==> config.mk <==
export PLATFORM = sky130hd
export DESIGN_NAME = gate_seq
export DESIGN_NICKNAME = d
export VERILOG_FILES = /design/src/rtl/gate_seq_pkg.sv /design/src/rtl/gate_seq_datapath.sv /design/src/rtl/gate_seq_control.sv /design/src/rtl/gate_seq.sv
export SDC_FILE = /design/constraint.sdc
export NUM_CORES = 1
export LEC_CHECK = 0
export CORE_MARGIN = 1.5
export CORE_UTILIZATION = 51
export DETAILED_ROUTE_END_ITERATION = 6
export GPL_TIMING_DRIVEN = 1
export PLACE_DENSITY_LB_ADDON = 0.1
export SETUP_SLACK_MARGIN = 0.1
export SKIP_LAST_GASP = 1
export SYNTH_ARGS = -nofsm -noshare
export SYNTH_HDL_FRONTEND = slang
export SYNTH_HIERARCHICAL = 1
export SYNTH_SLANG_ARGS = --single-unit
==> constraint.sdc <==
create_clock -name clk -period 1.85 [get_ports clk]
set_input_delay 0.4625 -clock clk [delete_from_list [all_inputs] [get_ports clk]]
set_output_delay 0.4625 -clock clk [all_outputs]
set_load 0.02 [all_outputs]
==> src/rtl/gate_seq_pkg.sv <==
package gate_seq_pkg;

  // strobes from the sequencing control to the gate datapath
  typedef struct packed {
    logic startOff;   // latch candidate, open gates that must turn off
    logic applyOn;    // drive the full latched word
  } seq_strobes_t;

endpackage

==> src/rtl/gate_seq_datapath.sv <==
module gate_seq_datapath
  import gate_seq_pkg::*;
#(
  parameter int GATES  = 12,
  parameter int DEAD_W = 8,
  parameter int LAT    = 3
) (
  input  logic              clk,
  input  logic              rst_n,
  input  logic              loadStb,
  input  logic [GATES-1:0]  targetWord,
  input  logic [DEAD_W-1:0] deadTicks,
  input  seq_strobes_t      strobes,
  output logic              candValid,
  output logic [DEAD_W-1:0] candDead,
  output logic              pendBusy,
  output logic [GATES-1:0]  gateWord
);

  localparam int LAST = LAT - 1;

  logic [LAT-1:0]    stValid;
  logic [GATES-1:0]  stWord [LAT];
  logic [DEAD_W-1:0] stDead [LAT];

  // latency alignment line
  for (genvar i = 0; i < LAT; i++) begin : g_stage
    logic              inValid;
    logic [GATES-1:0]  inWord;
    logic [DEAD_W-1:0] inDead;
    if (i == 0) begin : g_head
      assign inValid = loadStb;
      assign inWord  = targetWord;
      assign inDead  = deadTicks;
    end else begin : g_body
      assign inValid = stValid[i-1];
      assign inWord  = stWord[i-1];
      assign inDead  = stDead[i-1];
    end
    always_ff @(posedge clk) begin
      if (!rst_n) begin
        stValid[i] <= 1'b0;
        stWord[i]  <= '0;
        stDead[i]  <= '0;
      end else begin
        stValid[i] <= inValid;
        stWord[i]  <= inWord;
        stDead[i]  <= inDead;
      end
    end
  end

  logic              pipeValid;
  logic              holdValid;
  logic [GATES-1:0]  holdWord;
  logic [DEAD_W-1:0] holdDead;
  logic [GATES-1:0]  nextWord;
  logic [GATES-1:0]  candWord;
  logic              takePipe;

  assign pipeValid = stValid[LAST];
  assign candValid = holdValid | pipeValid;
  assign candWord  = holdValid ? holdWord : stWord[LAST];
  assign candDead  = holdValid ? holdDead : stDead[LAST];
  assign takePipe  = strobes.startOff & ~holdValid;
  assign pendBusy  = (|stValid) | holdValid;

  // single waiting slot, newest request wins
  always_ff @(posedge clk) begin
    if (!rst_n) begin
      holdValid <= 1'b0;
      holdWord  <= '0;
      holdDead  <= '0;
    end else if (pipeValid && !takePipe) begin
      holdValid <= 1'b1;
      holdWord  <= stWord[LAST];
      holdDead  <= stDead[LAST];
    end else if (strobes.startOff) begin
      holdValid <= 1'b0;
    end
  end

  always_ff @(posedge clk) begin
    if (!rst_n) begin
      gateWord <= '0;
      nextWord <= '0;
    end else if (strobes.startOff) begin
      nextWord <= candWord;
      gateWord <= gateWord & candWord;
    end else if (strobes.applyOn) begin
      gateWord <= nextWord;
    end
  end

endmodule

==> src/rtl/gate_seq_control.sv <==
module gate_seq_control
  import gate_seq_pkg::*;
#(
  parameter int DEAD_W = 8
) (
  input  logic              clk,
  input  logic              rst_n,
  input  logic              candValid,
  input  logic [DEAD_W-1:0] candDead,
  output seq_strobes_t      strobes,
  output logic              inTransition
);

  typedef enum logic {ST_IDLE, ST_DEAD} seq_state_t;

  localparam logic [DEAD_W-1:0] ONE_TICK = DEAD_W'(1);

  seq_state_t        state;
  logic [DEAD_W-1:0] tickCnt;
  logic [DEAD_W-1:0] loadCnt;

  assign loadCnt          = (candDead == '0) ? ONE_TICK : candDead;
  assign strobes.startOff = (state == ST_IDLE) && candValid;
  assign strobes.applyOn  = (state == ST_DEAD) && (tickCnt == ONE_TICK);
  assign inTransition     = (state == ST_DEAD);

  always_ff @(posedge clk) begin
    if (!rst_n) begin
      state   <= ST_IDLE;
      tickCnt <= '0;
    end else begin
      case (state)
        ST_IDLE: if (strobes.startOff) begin
          state   <= ST_DEAD;
          tickCnt <= loadCnt;
        end
        ST_DEAD: if (strobes.applyOn) state <= ST_IDLE;
                 else                 tickCnt <= tickCnt - ONE_TICK;
        default: state <= ST_IDLE;
      endcase
    end
  end

endmodule

==> src/rtl/gate_seq.sv <==
module gate_seq
  import gate_seq_pkg::*;
#(
  parameter int GATES  = 12,
  parameter int DEAD_W = 8,
  parameter int LAT    = 3
) (
  input  logic              clk,
  input  logic              rst_n,
  input  logic              loadStb,
  input  logic [GATES-1:0]  targetWord,
  input  logic [DEAD_W-1:0] deadTicks,
  output logic [GATES-1:0]  gateWord,
  output logic              busy
);

  seq_strobes_t      strobes;
  logic              candValid;
  logic [DEAD_W-1:0] candDead;
  logic              pendBusy;
  logic              inTransition;

  gate_seq_datapath #(.GATES(GATES), .DEAD_W(DEAD_W), .LAT(LAT)) u_dp (
    .clk(clk), .rst_n(rst_n), .loadStb(loadStb), .targetWord(targetWord),
    .deadTicks(deadTicks), .strobes(strobes), .candValid(candValid),
    .candDead(candDead), .pendBusy(pendBusy), .gateWord(gateWord)
  );

  gate_seq_control #(.DEAD_W(DEAD_W)) u_ctl (
    .clk(clk), .rst_n(rst_n), .candValid(candValid), .candDead(candDead),
    .strobes(strobes), .inTransition(inTransition)
  );

  assign busy = pendBusy | inTransition;

endmodule

==> results.py, run 1 <==
metrics = {
    "yosys": {
        "yosys.area.top_type": "dfxtp_1",
        "synth_compound_area_share_pct": 8.21,
        "synth_cell_types": 38,
        "synthXorXnorAreaFrac_pct": 0,
        "async_reset_ff_share_pct": 0,
        "syn-instance-count": 423,
        "synth_common_cells": "dfxtp_1, and2_1, nand2_1",
        "muxShareOfSynthArea_pct": 12.9,
        "synth_top_area_share_pct": 53.9,
        "ys_warn_count": 6,
        "synthesis.area_um2": 4340,
        "synth_flop_cell": "dfxtp_1",
        "ys_ff_latch": 117,
        "synth_fa_ha_area_share_pct": 0.576,
        "ys_top_cells_by_area": "dfxtp_1, mux2i_1, and2_1",
        "ys_seq_area_share_pct": 53.9,
        "avgSynthCellArea_um2": 10.3,
        "synth_top_family_by_area": "simple AND/OR/NAND/NOR gates",
        "yosysMostFrequentCell": "dfxtp_1",
        "synth_nets": 448,
        "synth_edf_count": 0,
        "yosys.area_share.simple_pct": 19.2,
    },
    "final_layout": {
        "postLayoutCoreUtil_pct": 65.5,
        "layout-drive-gt1-share_pct": 14.1,
        "area_growth_pct": 23.9,
        "nNetsFinal": 489,
        "finalNonFillerCells": 581,
        "diodes": 0,
    },
    "setup_path": {
        "critical_path_arrival_ns": 1.65,
        "path_cells": "nor2_4 -> inv_2 -> or3_1 -> or2_1 -> buf_6",
        "cp_num_buf_inv": 2,
        "crit_fanout": 2,
        "crit_path_end_kind": "output pin",
        "crit_required_ns": 1.39,
        "slowest_delay_ns": 0.33,
        "crit_type": "register to output pin",
        "cpMaxStageDelayCell": "dfxtp_2",
        "start_kind": "register",
        "cp_top_family": "simple AND/OR/NAND/NOR gates",
    },
    "route": {
        "vias": 2911,
        "drc": 0,
        "firstDrtPassIters": 5,
        "drt-vias-per-instance": 5.01,
        "ant_nets": 0,
        "drt_iter0_markers": 171,
        "wl_um": 7120,
        "post_drt_wl_per_cell_um": 12.2,
    },
    "timing": {
        "maxSlewHeadroom_pct": 69.4,
        "worstMarginPinSlew_ns": 0.460,
        "min_period_ns": 2.11,
        "report.final.slew_viol_count": 0,
        "max_freq_ghz": 0.474,
        "skew_ns": 0.0125,
        "rsz0062_at_grt": "true",
        "hold_violations": 0,
        "fin_crit_sh_pct": 114,
        "setup_viol": 2,
        "tns_ns": -0.274,
        "setup_slack_ns": -0.259,
    },
    "pwr": {
        "swShare_pct": 20.5,
        "combPwrFrac_pct": 6.3,
        "seq_power_share_pct": 42.6,
        "switching_power_mw": 1.28,
        "power.density_nw_per_um2": 1160,
        "p_leak_nw": 2.05,
        "intPower_mw": 4.95,
        "p_clk_share_pct": 51.1,
        "ir_worst_vdd_uv": 643,
    },
    "placement": {
        "dp_cells": 546,
        "place_hpwl_um": 4290,
        "port_buffers": 35,
        "gp_congestion": 0.870,
    },
    "run_status": {
        "violations": "negative setup slack",
        "status": "finished, violations left",
    },
    "floorplanning": {
        "die_h_um": 95.3,
        "start_util_pct": 52.8,
        "boundaryPins": 36,
        "die_w_um": 95.3,
        "core_area_um2": 8220,
        "dieArea_um2": 9080,
        "fp-row-count": 33,
    },
    "grt": {
        "antenna_found_initial": 0,
        "grt_max_degree": 64,
        "track_usage_pct": 17.2,
        "grt_first_pass_wirelength_um": 11800,
        "grt_pass1_vias": 2572,
        "overflow": 0,
    },
    "clock_tree": {
        "cts.sinks": 117,
        "h-tree-depth": 4,
        "cts_buffers": 17,
        "worstSkewPairLatency_ns": 0.50,
        "cts-root-buf": "clkbuf_8",
        "cts_hold_buf": 0,
        "clk_pin_slew_ns": 0.05,
        "cts_max_path_buffers": 2,
        "cts_tree": "done",
    },
    "min_path": {
        "hp-class": "input pin to register",
    },
    "flow_run": {
        "maxCapViolCount": 0,
    },
}
[what timing repair did]
item / CTS / global route
pin swaps: 1 / 2
endpoints found under the setup margin: 14 / 15
resized for setup: 20 / 6
setup buffers: 3 / 1
[sequential cells by signal (all words and copies together), names as in the netlist, 2 cells and up]
signal,flops
u_ctl/tickCnt,8
u_dp/stDead,24
u_dp/stWord,36
u_dp/holdDead,8
u_dp/nextWord,12
u_dp/holdWord,12
u_dp/gateWord,12
u_dp/g_stage.inValid,2
[worst paths after layout]
check                                    start                       endpoint  slack (ns)  cells after the start
setup / recovery   u_dp/holdValid$_SDFFE_PN0P_                           busy       -0.26                      5
hold / removal                           rst_n  u_ctl/tickCnt[3]$_SDFFE_PN0P_        0.30                      3
setup reg to reg   u_dp/holdValid$_SDFFE_PN0P_  u_ctl/tickCnt[0]$_SDFFE_PN0P_       -0.01                      6
hold reg to reg   u_dp/stDead[1][1]$_SDFF_PN0_   u_dp/stDead[2][1]$_SDFF_PN0_        0.43                      1
[cell type report]
cell class	count	area, µm²
fill	656	2840
sequential	117	2340
tap	105	131
clock buffer	23	467
timing repair buffer	51	499
multi-input combinational	271	1790
inverter	6	22.5
clock inverter	8	124
[cell usage in the layout (no fill, tap or decap), drive strengths merged, types with 2 or more instances in the layout]
cell type and n:
dlygate4sd2 12, nand2 49, clkdlybuf4s50 21, buf 18, clkbuf 23, or3 3, inv 6, o21ai 15
bufinv 3, nand3 12, and2 64, nor3 4, nor2 9, o32ai 2, mux2 9, clkinvlp 2
ha 2, dfxtp 117, a31oi 3, clkinv 3, nand2b 2, mux2i 46, a21oi 21, nor2b 5
o22ai 12
[worst register-to-register path, delay by kind of cell, from the launching register on]
kind                   cells  cell delay (ns)
AO/OA/AOI/OAI              2             0.25
buffers and inverters      1             0.25
flip-flops                 1             0.35
multiplexers               1             0.38
AND/OR/NAND/NOR            2             0.57
[cell families after synthesis]
| group | Yosys count |
|---|---|
| AO/OA/AOI/OAI | 59 |
| adder cells (fa/ha/maj) | 2 |
| buffers and inverters | 35 |
| flip-flops | 117 |
| multiplexers | 55 |
| AND/OR/NAND/NOR | 155 |
[metrics by stage]
step                      cell area [µm²]  setup WS, ns  hold slack, ns  power (mW)
final                                5380        -0.259           0.305        6.23
after global routing                 5380        -0.365           0.295        6.46
after CTS                            5360        -0.262           0.276        6.29
after detailed placement             4750        -0.142           0.417        3.08
after global placement               4750        -0.130           0.414        3.07
after floorplan                      4350         0.114           0.412        2.97
[per-layer routing]
metal,up-vias,GRT usage [%],wire [µm]
li1,1510,-,-
met1,1304,23.4,3540
met2,89,23.8,3040
met3,8,6.86,459
met4,0,7.96,84
met5,-,0,0
[power by group through the flow]
stage | combinational [mW] | clock, mW | sequential (mW)
2_1_floorplan | 0.276 | 0 | 2.69
3_3_place_gp | 0.370 | 0 | 2.70
3_5_place_dp | 0.373 | 0 | 2.70
4_1_cts | 0.382 | 3.25 | 2.65
5_1_grt | 0.432 | 3.37 | 2.66
6_report | 0.390 | 3.19 | 2.65
Power figures use the tool's default switching activity.
==> inputs of run 2 (changes only) <==
- SLEW_MARGIN: not set -> 25
==> results of run 2 <==
Same layout as run 1: the final DEF is identical, and so are final timing and power.
==> inputs of run 3 (changes only) <==
- CORE_UTILIZATION: 51 -> 57
- REMOVE_ABC_BUFFERS: not set -> 1
- clock period: 1.85 -> 2.4 ns (I/O delays scaled with it)
==> results.py, run 3 (synthesized netlist as in run 1, its figures left out) <==
metrics = {
    "timing": {
        "rsz0062_at_grt": "true",
        "skew_ns": 0.00614,
        "setup_slack_ns": 0.115,
        "worstMarginPinSlew_ns": 0.611,
        "fin_crit_sh_pct": 95.2,
        "setup_viol": 0,
        "min_period_ns": 2.29,
        "report.final.slew_viol_count": 0,
        "whs_ns": 0.427,
        "max_freq_ghz": 0.438,
        "maxSlewHeadroom_pct": 59.3,
        "hold_violations": 0,
    },
    "route": {
        "vias": 2991,
        "drc": 0,
        "drt-vias-per-instance": 5.23,
        "post_drt_wl_per_cell_um": 14.0,
        "ant_nets": 0,
        "drt_iter0_markers": 150,
        "wl_um": 8010,
        "firstDrtPassIters": 7,
    },
    "clock_tree": {
        "cts.sinks": 117,
        "h-tree-depth": 4,
        "cts_tree": "done",
        "cts_max_path_buffers": 2,
        "cts-root-buf": "clkbuf_8",
        "cts_buffers": 17,
        "worstSkewPairLatency_ns": 0.51,
        "post_cts_buffers": 0,
        "clk_pin_slew_ns": 0.06,
    },
    "setup_path": {
        "cp-endpoint": "busy",
        "cpMaxStageDelayCell": "dfxtp_2",
        "path_cells": "nor2_4 -> inv_2 -> or3_1 -> or2_1 -> buf_2",
        "rrSetupSlack_ns": 0.28,
        "crit_path_end_kind": "output pin",
        "start_kind": "register",
        "crit_fanout": 4,
        "startpoint": "u_dp/pipeValid$_SDFF_PN0_",
        "path_depth": 5,
        "cp_top_family": "simple AND/OR/NAND/NOR gates",
        "crit_required_ns": 1.80,
        "crit_type": "register to output pin",
        "reg2reg_depth": 6,
        "slowest_delay_ns": 0.34,
        "critical_path_arrival_ns": 1.69,
        "worstReg2RegStart": "u_dp/holdValid$_SDFFE_PN0P_",
        "reg2reg_to": "u_ctl/tickCnt[0]$_SDFFE_PN0P_",
        "cp_num_buf_inv": 2,
    },
    "final_layout": {
        "multiInputGateArea_um2": 1790,
        "diodes": 0,
        "nNetsFinal": 485,
        "reg.largest.list": "u_dp/stWord (36), u_dp/stDead (24)",
        "largest_register_ffs": 36,
        "fin_area_um2": 5300,
        "seq_area_um2": 2340,
        "postLayoutCoreUtil_pct": 72.7,
        "n_fill_cell": 542,
        "layout-drive-gt1-share_pct": 13.5,
        "layout_common_cells": "dfxtp_1, and2_1, nand2_1, mux2i_1, clkdlybuf4s50_1",
        "area_growth_pct": 22.1,
        "final_common_cell": "dfxtp_1",
        "top_register": "u_dp/stWord",
    },
    "placement": {
        "gp_congestion": 0.881,
        "placed_area_um2": 4710,
        "place_hpwl_um": 4920,
        "port_buffers": 35,
        "pre_cts_slack_ns": 0.220,
    },
    "pwr": {
        "p_total_mw": 4.77,
        "p_leak_nw": 1.96,
        "ir_worst_vdd_uv": 818,
        "power.density_nw_per_um2": 900,
    },
    "grt": {
        "track_usage_pct": 21.7,
        "overflow": 0,
        "grt_max_degree": 44,
        "antenna_found_initial": 0,
        "grt_pass1_vias": 2987,
        "grt_first_pass_wirelength_um": 13800,
    },
    "floorplanning": {
        "start_util_pct": 59.5,
        "boundaryPins": 36,
        "dieArea_um2": 8150,
        "die_w_um": 90.3,
        "die_h_um": 90.3,
        "fp-row-count": 31,
        "core_area_um2": 7290,
    },
    "flow_run": {
        "maxCapViolCount": 0,
    },
    "run_status": {
        "status": "complete, no violations",
    },
    "min_path": {
        "hp-class": "register to register",
        "hold_depth": 1,
    },
}
run 3: cell count changes in the layout (fill, tap and decap cells not counted), moves of 2 or more:
cell and delta:
buf_12 -3, clkinvlp_4 +2, clkdlybuf4s50_1 +12, dlygate4sd2_1 -12
clkinv_4 +3, clkbuf_1 -3, buf_6 -3
run 3: final cells by class:
class                      count  area share, %
inverter                       6          0.425
sequential                   117           44.2
clock inverter                13           2.83
clock buffer                  19           8.33
timing repair buffer          47           8.17
tap                           99           2.34
multi-input combinational    271           33.7
run 3: metal layers:
layer / vias up / part of all wire, % / GRT usage (%)
met4: 0 / 1.3 / 9.92
met1: 1420 / 45 / 25.3
met5: - / 0 / 0
li1: 1505 / - / -
met3: 7 / 3.7 / 7.24
met2: 59 / 50 / 36.2
run 3: metrics by stage:
step	instances	TNS (ns)
after floorplan	394	-40.20
after global placement	540	0
after detailed placement	540	0
after CTS	572	0
after global routing	572	0
final	572	0
run 3: worst min path at each step:
stage | startpoint | slack [ns] | to
after floorplan | u_dp/stDead[0][0]$_SDFF_PN0_ | 0.41 | u_dp/stDead[1][0]$_SDFF_PN0_
after global placement | u_dp/stDead[0][1]$_SDFF_PN0_ | 0.41 | u_dp/stDead[1][1]$_SDFF_PN0_
after detailed placement | u_dp/stDead[1][4]$_SDFF_PN0_ | 0.42 | u_dp/stDead[2][4]$_SDFF_PN0_
after CTS | u_dp/stWord[1][9]$_SDFF_PN0_ | 0.43 | u_dp/stWord[2][9]$_SDFF_PN0_
after global routing | u_dp/stWord[0][5]$_SDFF_PN0_ | 0.44 | u_dp/stWord[1][5]$_SDFF_PN0_
final | u_dp/stWord[1][9]$_SDFF_PN0_ | 0.43 | u_dp/stWord[2][9]$_SDFF_PN0_
run 3: repair_timing:
| action | in CTS | in global routing |
|---|---|---|
| gates resized for setup | 5 | 2 |
| endpoints found under the setup margin | 1 | 1 |
| hold buffers | 0 | 0 |
| pin swaps | 0 | 1 |
run 3: power breakdown:
group          total, mW  switching (mW)  internal (mW)
logic              0.286           0.153          0.133
registers           2.04          0.0320           2.01
clock network       2.44           0.896           1.54
total               4.77            1.08           3.69
